File: src/rtl/rcv_pkg.sv
package rcv_pkg;

    localparam int unsigned RCV_PULSES = 9;
    localparam int unsigned RCV_CW     = $clog2(RCV_PULSES + 1);

    typedef enum logic [2:0] {
        ST_IDLE,
        ST_PULL_SCL,
        ST_FREE_SDA,
        ST_SCL_HI,
        ST_SCL_LO,
        ST_GRAB_SDA,
        ST_GRAB_SCL
    } rcv_state_e;

    typedef struct packed {
        logic scl_low;
        logic sda_low;
    } line_drive_t;

    // Line enables implied by each phase of the sequence.
    function automatic line_drive_t drive_for(rcv_state_e s);
        line_drive_t d;
        d.scl_low = (s == ST_PULL_SCL) || (s == ST_FREE_SDA) ||
                    (s == ST_SCL_LO)   || (s == ST_GRAB_SCL);
        d.sda_low = (s == ST_GRAB_SDA) || (s == ST_GRAB_SCL);
        return d;
    endfunction

    // Phase that follows when the current one's interval expires.
    function automatic rcv_state_e step_after(rcv_state_e s, logic sda_hi, logic last_pulse);
        case (s)
            ST_PULL_SCL: return ST_FREE_SDA;
            ST_FREE_SDA: return ST_SCL_HI;
            ST_SCL_HI:   return sda_hi ? ST_GRAB_SDA : ST_SCL_LO;
            ST_SCL_LO:   return last_pulse ? ST_IDLE : ST_SCL_HI;
            ST_GRAB_SDA: return ST_GRAB_SCL;
            default:     return ST_IDLE;
        endcase
    endfunction

endpackage

File: src/rtl/rcv_gap_timer.sv
module rcv_gap_timer #(
    parameter int unsigned GAP_W = 8
) (
    input  logic             clk,
    input  logic             rst,
    input  logic             run,
    input  logic [GAP_W-1:0] gap,
    output logic             expire
);
    logic [GAP_W-1:0] cnt_q;
    logic [GAP_W-1:0] lim;

    assign lim    = (gap == '0) ? '0 : gap - 1'b1;
    assign expire = run && (cnt_q == lim);

    always_ff @(posedge clk) begin
        if (rst || !run || expire) cnt_q <= '0;
        else                       cnt_q <= cnt_q + 1'b1;
    end
endmodule

File: src/rtl/rcv_pulse_ctr.sv
module rcv_pulse_ctr
    import rcv_pkg::*;
(
    input  logic clk,
    input  logic rst,
    input  logic clr,
    input  logic inc,
    output logic last
);
    logic [RCV_CW-1:0] cnt_q;

    assign last = (cnt_q == RCV_CW'(RCV_PULSES - 1));

    always_ff @(posedge clk) begin
        if (rst || clr) cnt_q <= '0;
        else if (inc)   cnt_q <= cnt_q + 1'b1;
    end
endmodule

File: src/rtl/rcv_trigger.sv
module rcv_trigger (
    input  logic clk,
    input  logic rst,
    input  logic idle,
    input  logic req,
    input  logic xfer_req,
    input  logic finish,
    output logic start,
    output logic init
);
    logic init_q;

    assign start = idle && (req || (xfer_req && !init_q));
    assign init  = init_q;

    always_ff @(posedge clk) begin
        if (rst)         init_q <= 1'b0;
        else if (finish) init_q <= 1'b1;
    end
endmodule

File: src/rtl/i2c_unstick.sv
module i2c_unstick
    import rcv_pkg::*;
#(
    parameter int unsigned GAP_W = 8
) (
    input  logic             clk,
    input  logic             rst,
    input  logic [GAP_W-1:0] gap_i,
    input  logic             req_i,
    input  logic             xfer_req_i,
    input  logic             sda_i,
    output logic             scl_oe_o,
    output logic             sda_oe_o,
    output logic             busy_o,
    output logic             done_o,
    output logic             pass_o,
    output logic             init_o
);
    rcv_state_e  st_q, st_d;
    line_drive_t drv;
    logic        idle, start, expire, last_pulse, finish;
    logic        done_q, pass_q;

    assign idle = (st_q == ST_IDLE);

    rcv_trigger u_trig (
        .clk      (clk),
        .rst      (rst),
        .idle     (idle),
        .req      (req_i),
        .xfer_req (xfer_req_i),
        .finish   (finish),
        .start    (start),
        .init     (init_o)
    );

    rcv_gap_timer #(.GAP_W(GAP_W)) u_timer (
        .clk    (clk),
        .rst    (rst),
        .run    (!idle),
        .gap    (gap_i),
        .expire (expire)
    );

    rcv_pulse_ctr u_pulses (
        .clk  (clk),
        .rst  (rst),
        .clr  (start),
        .inc  (expire && (st_q == ST_SCL_LO)),
        .last (last_pulse)
    );

    assign finish = expire && (((st_q == ST_SCL_LO) && last_pulse) || (st_q == ST_GRAB_SCL));

    always_comb begin
        st_d = st_q;
        if (start)       st_d = ST_PULL_SCL;
        else if (expire) st_d = step_after(st_q, sda_i, last_pulse);
    end

    always_ff @(posedge clk) begin
        if (rst) begin
            st_q   <= ST_IDLE;
            done_q <= 1'b0;
            pass_q <= 1'b0;
        end else begin
            st_q   <= st_d;
            done_q <= finish;
            if (finish) pass_q <= (st_q == ST_GRAB_SCL);
        end
    end

    assign drv      = drive_for(st_q);
    assign scl_oe_o = drv.scl_low;
    assign sda_oe_o = drv.sda_low;
    assign busy_o   = !idle;
    assign done_o   = done_q;
    assign pass_o   = pass_q;
endmodule

File: config.mk
export PLATFORM = sky130hd
export DESIGN_NAME = i2c_unstick
export DESIGN_NICKNAME = d
export VERILOG_FILES = /design/src/rtl/rcv_pkg.sv /design/src/rtl/rcv_gap_timer.sv /design/src/rtl/rcv_pulse_ctr.sv /design/src/rtl/rcv_trigger.sv /design/src/rtl/i2c_unstick.sv
export SDC_FILE = /design/constraint.sdc
export NUM_CORES = 1
export LEC_CHECK = 0
export CELL_PAD_IN_SITES_DETAIL_PLACEMENT = 2
export CELL_PAD_IN_SITES_GLOBAL_PLACEMENT = 2
export CORE_MARGIN = 1.5
export CORE_UTILIZATION = 32
export DETAILED_ROUTE_END_ITERATION = 10
export DONT_BUFFER_PORTS = 1
export HOLD_SLACK_MARGIN = 0.08
export PLACE_DENSITY_LB_ADDON = 0.1
export SETUP_SLACK_MARGIN = 0.5
export SKIP_LAST_GASP = 1
export SYNTH_ARGS = -nofsm -noshare
export SYNTH_HDL_FRONTEND = slang
export SYNTH_SLANG_ARGS = --single-unit
export TNS_END_PERCENT = 30
File: constraint.sdc
create_clock -name clk -period 2.06 [get_ports clk]
set_input_delay 0 -clock clk [delete_from_list [all_inputs] [get_ports clk]]
set_output_delay 0 -clock clk [all_outputs]
set_load 0.01 [all_outputs]
==> impl_metrics.py <==
metrics = {
    "routing": {
        "firstDrtPassIters": 2,
        "dr.first_iter.drc_count": 25,
        "drt_wl_total_um": 3842,
        "drc": 0,
        "wl_per_cell_um": 17.38,
        "vias_per_cell": 5.516,
        "ant_nets": 0,
        "num_vias": 1219,
    },
    "synth": {
        "yosys-top-cells-area": "dfxtp_1 29%, xor2_1 5.0%, nor2_1 4.6%",
        "ys.flop_type": "dfxtp_1",
        "ys_seq_area_share_pct": 29.27,
        "synthCells": 155,
        "ys.warnings.count": 0,
        "synth_area_per_cell_sq_um": 7.943,
        "async_flop_share_pct": 0,
        "synth_edf_count": 0,
        "synth_cell_type_count": 46,
        "synthesis.area_sq_um": 1231,
        "synth_area_leader_cell": "dfxtp_1",
        "synth_seq_cells": 18,
        "synth_nets": 172,
        "synth_top_area_share_pct": 29.27,
    },
    "clock_network": {
        "clk_pin_slew_ps": 80,
        "cts_buffers": 3,
        "cts_root_buf": "clkbuf_8",
        "cts.sinks": 18,
        "clock_latency_ps": 260,
        "h-tree-depth": 1,
        "clockBufferDepth": 2,
        "cts_tree": "done",
    },
    "sta": {
        "rsz0062_at_grt": "true",
        "finalSetupViolations": 1,
        "hold_violations": 0,
        "slew_headroom_pct": 55.31,
        "setup_slack_ps": -2.382,
        "setup_tns_ps": -2.382,
        "finalMaxSlewViolations": 0,
        "period_share_pct": 100.1,
        "max_freq_ghz": 0.4849,
        "skew_ps": 10.17,
        "max_slew.worst_pin.slew_ps": 665.3,
        "period_minus_slack_ps": 2062,
    },
    "layout": {
        "drive_gt1_share_pct": 22.54,
        "final_nets": 191,
        "multi_input_area_sq_um": 863.3,
        "ff_latch_area_sq_um": 366.6,
        "nFillCells": 433,
        "diodes": 0,
        "fin_area_sq_um": 1520,
        "synthToLayoutAreaGrowth_pct": 23.48,
    },
    "power": {
        "p_int_uw": 570.4,
        "p_comb_share_pct": 14.5,
        "total_leakage_power_nw": 0.5697,
        "p_sw_share_pct": 24.82,
        "p_switching_uw": 188.3,
        "ir_drop_uv": 237.5,
        "p_per_area_nw_per_um2": 499.1,
        "seq_power_share_pct": 46.6,
        "clock_power_share_pct": 39.0,
    },
    "setup_path": {
        "reg2reg_setup_slack_ps": -2,
        "crit_path_start_kind": "register",
        "worstPathArrival_ps": 2200,
        "cp_slowest_stage_delay_ps": 400,
        "timing.rr.end": "pass_o$_SDFFE_PP0P_",
        "slowest_stage": "or4_1",
        "timing.rr.start": "u_timer.cnt_q[0]$_SDFF_PP0_",
        "worstPathRequired_ps": 2200,
        "startpoint": "u_timer.cnt_q[0]$_SDFF_PP0_",
        "ff2ff_path_depth": 6,
        "cp-end-kind": "register",
        "crit_type": "reg -> reg",
        "cp_cell_sequence": "xnor2_1 > or4_1 > a31o_1 > or3_4 > nor3_1 > o32ai_2",
        "crit_fanout": 7,
    },
    "floorplanning": {
        "start_util_pct": 33.38,
        "die_h_um": 65.03,
        "io-pin-count": 19,
        "fp-row-count": 22,
        "core_area_sq_um": 3689,
        "die_w_um": 65.03,
        "fp.dieArea_sq_um": 4228,
    },
    "place": {
        "numPortBuffers": 0,
        "dp_hpwl_um": 3000,
        "place_area_sq_um": 1408,
        "gp_congestion": 0.7466,
    },
    "global_routing": {
        "grt_max_degree": 11,
        "grt_usage_pct": 19.16,
        "gr-total-overflow": 0,
        "grt_pass1_wl_um": 6216,
        "grt_pass1_vias": 1303,
        "antenna_found_initial": 0,
    },
    "outcome": {
        "status": "finished, violations left",
        "violations": "setup timing",
    },
    "worst_hold_path": {
        "whs_endpoint": "st_q[0]$_SDFFE_PP0P_",
        "holdCritStartpoint": "sda_i",
        "hold_depth": 3,
        "hp-class": "in -> reg",
    },
    "flow_run": {
        "drv_cap": 0,
    },
}
## worst max-delay path by stage
stage	endpoint	slack, ps	cells after the start
6_report	pass_o$_SDFFE_PP0P_	-2	6
5_1_grt	pass_o$_SDFFE_PP0P_	-90	6
4_1_cts	u_pulses.cnt_q[1]$_SDFFE_PP0P_	5	6
3_5_place_dp	st_q[0]$_SDFFE_PP0P_	-90	9
3_3_place_gp	st_q[0]$_SDFFE_PP0P_	-4	9
2_1_floorplan	pass_o$_SDFFE_PP0P_	-8	7
## cells by family after synthesis
group	Yosys count	share of synthesized area [%]
AO/OA/AOI/OAI	33	18.19
XOR/XNOR	11	7.825
buffers and inverters	13	4.573
multiplexers	3	2.439
AND/OR/NAND/NOR	73	33.64
adder cells (fa/ha/maj)	4	4.065
flip-flops	18	29.27
## cell usage after synthesis (4+ instances only)
master / instances
o21ai_0: 6
nor2b_1: 5
inv_1: 9
nand2_1: 8
nor2_1: 15
ha_1: 4
xnor2_1: 4
and2_1: 5
dfxtp_1: 18
a21oi_1: 7
xor2_1: 7
and3_1: 4
nand3_1: 9
nor3_1: 7
## timing repair
item | CTS | global route
pin swaps | 5 | 2
gates resized for setup | 6 | 5
endpoints found under the hold margin | 16 | 0
hold buffers | 1 | 0
buffers inserted | 2 | 0
setup endpoints to repair | 18 | 18
## worst max-delay path, delay by kind of cell, from the launching register on
kind | cells | cell delay (ps)
DFF | 1 | 320
and+or+nand+nor | 3 | 1130
AOI/OAI and AO/OA | 2 | 360
xor gates and xnor gates | 1 | 140
## through the flow
step | util (%) | setup WS, ps | std cells | power (mW) | hold WS, ps
global route | 41.21 | -94.93 | 221 | 0.7940 | 132.4
CTS | 40.71 | 4.573 | 221 | 0.7690 | 132.3
finish | 41.21 | -2.382 | 221 | 0.7587 | 103.9
detailed placement | 38.16 | -87.96 | 214 | 0.4682 | 73.37
floorplan | - | -7.533 | 155 | 0.4321 | 69.07
global placement | 38.16 | -4.280 | 214 | 0.4625 | 71.21
## power by group through the flow
stage	Combinational, mW	Clock (mW)	Sequential (mW)
after CTS	0.110	0.305	0.353
after global routing	0.122	0.318	0.354
after floorplan	0.0684	0	0.364
after detailed placement	0.105	0	0.363
final	0.110	0.296	0.353
after global placement	0.0999	0	0.363
## routing by layer
layer  wire (um)  track usage, %  up-vias
met5           0               0        -
met4          68           6.510        0
met3          69           2.431        7
met2        1895           32.22       13
met1        1808           25.27      606
li1            -               -      593
## registers in the layout, indices dropped and copies added (netlist names)
| name | flops |
|---|---|
| pass_o | 1 |
| st_q | 3 |
| done_o | 1 |
| u_timer.cnt_q | 8 |
| u_pulses.cnt_q | 4 |
| u_trig.init | 1 |
## cell usage in the layout, fill, tap and decap left out, types with 5 or more instances in the layout
master / instances
nor2_1: 15
nand3_1: 9
and2_1: 5
buf_4: 16
dfxtp_1: 15
nor3_1: 7
xor2_1: 7
inv_1: 7
nand2_1: 7
a21oi_1: 6
nor2b_1: 5
## final cells by class
cell class                 count  area share, %
timing repair buffer          18          9.300
inverter                       9          2.222
multi-input combinational    124          56.79
tap                           48          3.951
sequential                    18          24.12
clock buffer                   4          3.621
Note: power is estimated with default switching activity, not from simulation.
